### src/rtl/legacy_io_trap.sv
module legacy_io_trap #(
  parameter int AW = 16,
  parameter int DW = 8,
  parameter int NDEV = 4
) (
  input  logic            clk,
  input  logic            rst_n,
  input  logic            io_valid,
  input  logic            io_write,
  input  logic [AW-1:0]   io_addr,
  input  logic [DW-1:0]   io_wdata,
  input  logic            legacy_mode,
  input  logic            decode_en,
  input  logic [NDEV-1:0] trap_en,
  input  logic [AW-1:0]   bm_base,
  input  logic            sts_clr_valid,
  input  logic [2*NDEV-1:0] sts_clr_mask,
  output logic            fwd_en,
  output logic            smi,
  output logic [2*NDEV-1:0] trap_sts
);
  localparam int SW = 2 * NDEV;
  localparam logic [AW-1:0] PRI_CMD = AW'(16'h01F0);
  localparam logic [AW-1:0] SEC_CMD = AW'(16'h0170);
  localparam logic [AW-1:0] PRI_CTL = AW'(16'h03F6);
  localparam logic [AW-1:0] SEC_CTL = AW'(16'h0376);
  localparam logic [AW-1:0] PRI_DRV = PRI_CMD + AW'(6);
  localparam logic [AW-1:0] SEC_DRV = SEC_CMD + AW'(6);

  logic [1:0] dsel;

  wire pri_cmd = io_addr[AW-1:3] == PRI_CMD[AW-1:3];
  wire sec_cmd = io_addr[AW-1:3] == SEC_CMD[AW-1:3];
  wire pri_hit = pri_cmd | (io_addr == PRI_CTL);
  wire sec_hit = sec_cmd | (io_addr == SEC_CTL);
  wire leg_hit = pri_hit | sec_hit;
  wire bm_hit  = !leg_hit && (io_addr[AW-1:4] == bm_base[AW-1:4]);

  wire       chan = leg_hit ? sec_hit : io_addr[3];
  wire [1:0] dev  = {chan, dsel[chan]};
  wire       en   = trap_en[dev];

  wire trap_leg = io_valid & legacy_mode & decode_en & leg_hit & en;
  wire trap_bm  = io_valid & legacy_mode & bm_hit & en;

  assign fwd_en = io_valid & ~trap_leg;

  logic [SW-1:0] set_vec;
  always_comb begin
    set_vec = '0;
    if (trap_leg) set_vec[dev] = 1'b1;
    if (trap_bm)  set_vec[NDEV + int'(dev)] = 1'b1;
  end

  wire [SW-1:0] clr_vec = sts_clr_valid ? sts_clr_mask : '0;

  always_ff @(posedge clk or negedge rst_n) begin
    if (!rst_n) begin
      smi      <= 1'b0;
      trap_sts <= '0;
      dsel     <= '0;
    end else begin
      smi      <= trap_leg | trap_bm;
      trap_sts <= (trap_sts & ~clr_vec) | set_vec;
      if (io_valid && io_write && io_addr == PRI_DRV) dsel[0] <= io_wdata[4];
      if (io_valid && io_write && io_addr == SEC_DRV) dsel[1] <= io_wdata[4];
    end
  end
endmodule

### config.mk
export PLATFORM = sky130hd
export DESIGN_NAME = legacy_io_trap
export DESIGN_NICKNAME = d
export VERILOG_FILES = /design/src/rtl/legacy_io_trap.sv
export SDC_FILE = /design/constraint.sdc
export NUM_CORES = 1
export LEC_CHECK = 0
export ABC_AREA = 0
export BUFFER_PORTS_ARGS = -buffer_cell sky130_fd_sc_hd__buf_2
export CORE_MARGIN = 1.5
export CORE_UTILIZATION = 40
export CTS_CLUSTER_DIAMETER = 80
export DETAILED_ROUTE_END_ITERATION = 6
export GPL_ROUTABILITY_DRIVEN = 0
export PLACE_DENSITY = 0.84
export SYNTH_ARGS = -nofsm -noshare
export SYNTH_HDL_FRONTEND = slang
export SYNTH_SLANG_ARGS = --single-unit
### constraint.sdc
create_clock -name clk -period 3.76 [get_ports clk]
set_clock_uncertainty 0.2 [all_clocks]
set_input_delay 0.752 -clock clk [delete_from_list [all_inputs] [get_ports clk]]
set_output_delay 0.752 -clock clk [all_outputs]
set_load 0.005 [all_outputs]
==> results.yml <==
worst_setup_path:
  cp_slowest_cell: "or4_4"
  setup.worst_path.start: "io_addr[10]"
  cp.arrival_ps: 2370
  r2r-end: "smi"
  endpoint_kind: "output port"
  critPathRequiredTime_ps: 2810
  path_common_cell: "buf_2"
  cp_cell_sequence: "buf_2 -> or4_4 -> nor4_4 -> nand3_2 -> o31a_1 -> buf_2"
  reg2reg_depth: 5
  cp_top_family: "simple AND/OR/NAND/NOR gates"
  reg2reg_slack_ps: 2250
  cpPeakStageDelay_ps: 560
  cp-endpoint: "fwd_en"
  startpoint_type: "input pin"
  cp_num_buf_inv: 2
  r2r_start: "dsel[1]"
  path_class: "input pin to output port"
  path_max_fanout: 5
  cp.depth: 6
power:
  power_density_mw_per_mm2: 225.2
  ir_drop_mv: 0.1052
  power.leakage_nw: 0.6021
placement:
  dp_worst_setup_slack_ps: 423.5
  port_buffers: 57
  dp_cells: 166
  dpl.hpwl_um: 1654
sta:
  worst_pin_slew_ps: 335.8
  fin_ws_ps: 433.1
  hold_violations: 0
  setup_tns_ps: 0
  layout_min_cycle_time_ps: 3327
  finalSetupViolCount: 0
  fmax_mhz: 300.6
  max_slew_margin_pct: 77.45
  rsz0062_at_grt: "no"
  period_share_pct: 88.48
  slew_violations: 0
synth:
  async_reset_ff_share_pct: 100.0
  synth.distinct_cells: 32
  synthCells: 84
  syn_avg_cell_area_sq_um: 9.473
  ys_seq_area_share_pct: 34.59
  synth_edf_count: 0
  synthesis.nets: 143
  yosys_most_used_dff: "dfrtp_1"
  synth_top_area_share_pct: 34.59
  synth_warnings: 0
  yosysTopAreaCell: "dfrtp_1"
  syn-cell-area_sq_um: 795.8
  synth_area_leaders: "dfrtp_1, xor2_1, nand2_1"
  ys_ff_latch: 11
layout:
  drive_gt1_share_pct: 47.59
  final_common_cell: "buf_2"
  area_growth_pct: 43.08
  final_cell_mix: "buf_2, nand2_1, xor2_1"
  num_antenna_cells: 0
  finalNonFillerCells: 170
  fin_nets: 205
run:
  maxCapViolations: 0
clock_network:
  clock_sinks: 11
  clk_latency_ps: 260
  cts_buffers: 3
  cts_root_buf: "clkbuf_4"
  h-tree-depth: 1
  ctsResizeCount: 0
  cts_hold_buf: 0
  cts_buffer_depth: 2
  clkTransAtPathRegs_ps: 70
  cts_tree: "built"
  postCtsSetupBuffers: 0
grt:
  grt.total_usage_pct: 18.38
  grt_overflow: 0
  grt_max_degree: 12
  antenna_found_initial: 0
  grt_pass1_vias: 782
  grt_first_pass_wirelength_um: 2918
detailed_routing:
  vias: 848
  drtAntennaViolNets: 0
  drt_iter0_drc: 6
  dr.pass1.iters: 4
  vias_per_cell: 4.988
  routed_wl_um: 1849
  routedWlPerCell_um: 10.88
  route.detailed.drc: 0
floorplanning:
  die_h_um: 47.60
  std_cell_rows: 15
  coreArea_sq_mm: 0.001802
  die_x_um: 47.60
  fp.dieArea_sq_mm: 0.002266
  ios: 69
  initial_core_util_pct: 44.17
run_status:
  status: "complete, no violations"
worst_hold_path:
  hold_class: "input pin to asynchronous set/reset pin"
[cells in the mapped netlist, types with 2 or more instances]
library cell / number
mux2_1: 2
dfrtp_1: 11
nand3_1: 4
a21oi_1: 2
xor2_1: 12
o21ai_1: 2
nor3_2: 2
nor2b_1: 3
a21boi_0: 2
nand2_1: 15
nor4_1: 3
nor2_1: 4
a32o_1: 3
[routing by layer]
layer  track usage, %  vias up  routed length, um
met5                0        -                  0
met4            8.108        0                 15
met3            2.642        2                206
met2            32.70       57                809
met1            21.84      355                817
li1                 -      434                  -
[where the power goes]
group	switching, mW	leakage (nW)	internal (mW)
registers	0.00000721	0.154	0.118
clock network	0.0372	0.0150	0.0411
logic	0.0296	0.433	0.0302
[layout make-up]
type | instances | area, sq um
inverter | 1 | 3.754
tap | 25 | 31.28
fill | 169 | 663.1
multi-input combinational | 72 | 516.7
sequential | 11 | 275.3
timing repair buffer | 57 | 285.3
clock buffer | 4 | 26.28
[flip-flops by register name (all words and copies together) (netlist names)]
| signal | flops |
|---|---|
| trap_sts | 8 |
| smi | 1 |
| dsel | 2 |
[worst reg2reg max path: cells and delay by family, from the launching register on]
kind,cells,cell delay [ps]
simple gates,2,430
flops,1,420
compound gates,3,370
[worst min path at each step]
stage                startpoint     endpoint  cells after the start
floorplan                 rst_n      dsel[0]                      0
global placement    trap_sts[0]  trap_sts[0]                      2
detailed placement  trap_sts[6]  trap_sts[6]                      1
CTS                       rst_n  trap_sts[2]                      1
global route              rst_n  trap_sts[2]                      1
finish                    rst_n  trap_sts[2]                      1
[logic make-up (layout without fill, tap and decap cells)]
kind of cell           after synthesis  after routing  synth area share [%]
flip-flops                          11             11                 34.59
multiplexers                         2              2                 2.830
buffers and inverters                1             62                0.4712
XOR/XNOR                            12             12                 13.21
AND/OR/NAND/NOR                     40             40                 31.29
AO/OA/AOI/OAI                       18             18                 17.61
[metrics by stage]
step           hold WS (ps)  total power [mW]  utilization [%]  area, sq um
3_3_place_gp          263.7            0.1795            61.74         1112
4_1_cts               141.7            0.2593            63.19         1139
6_report              139.8            0.2564            63.19         1139
3_5_place_dp          282.6            0.1809            61.74         1112
2_1_floorplan         256.4            0.1435                -        795.8
5_1_grt               141.9            0.2726            63.19         1139
(Power assumes the default switching activity.)
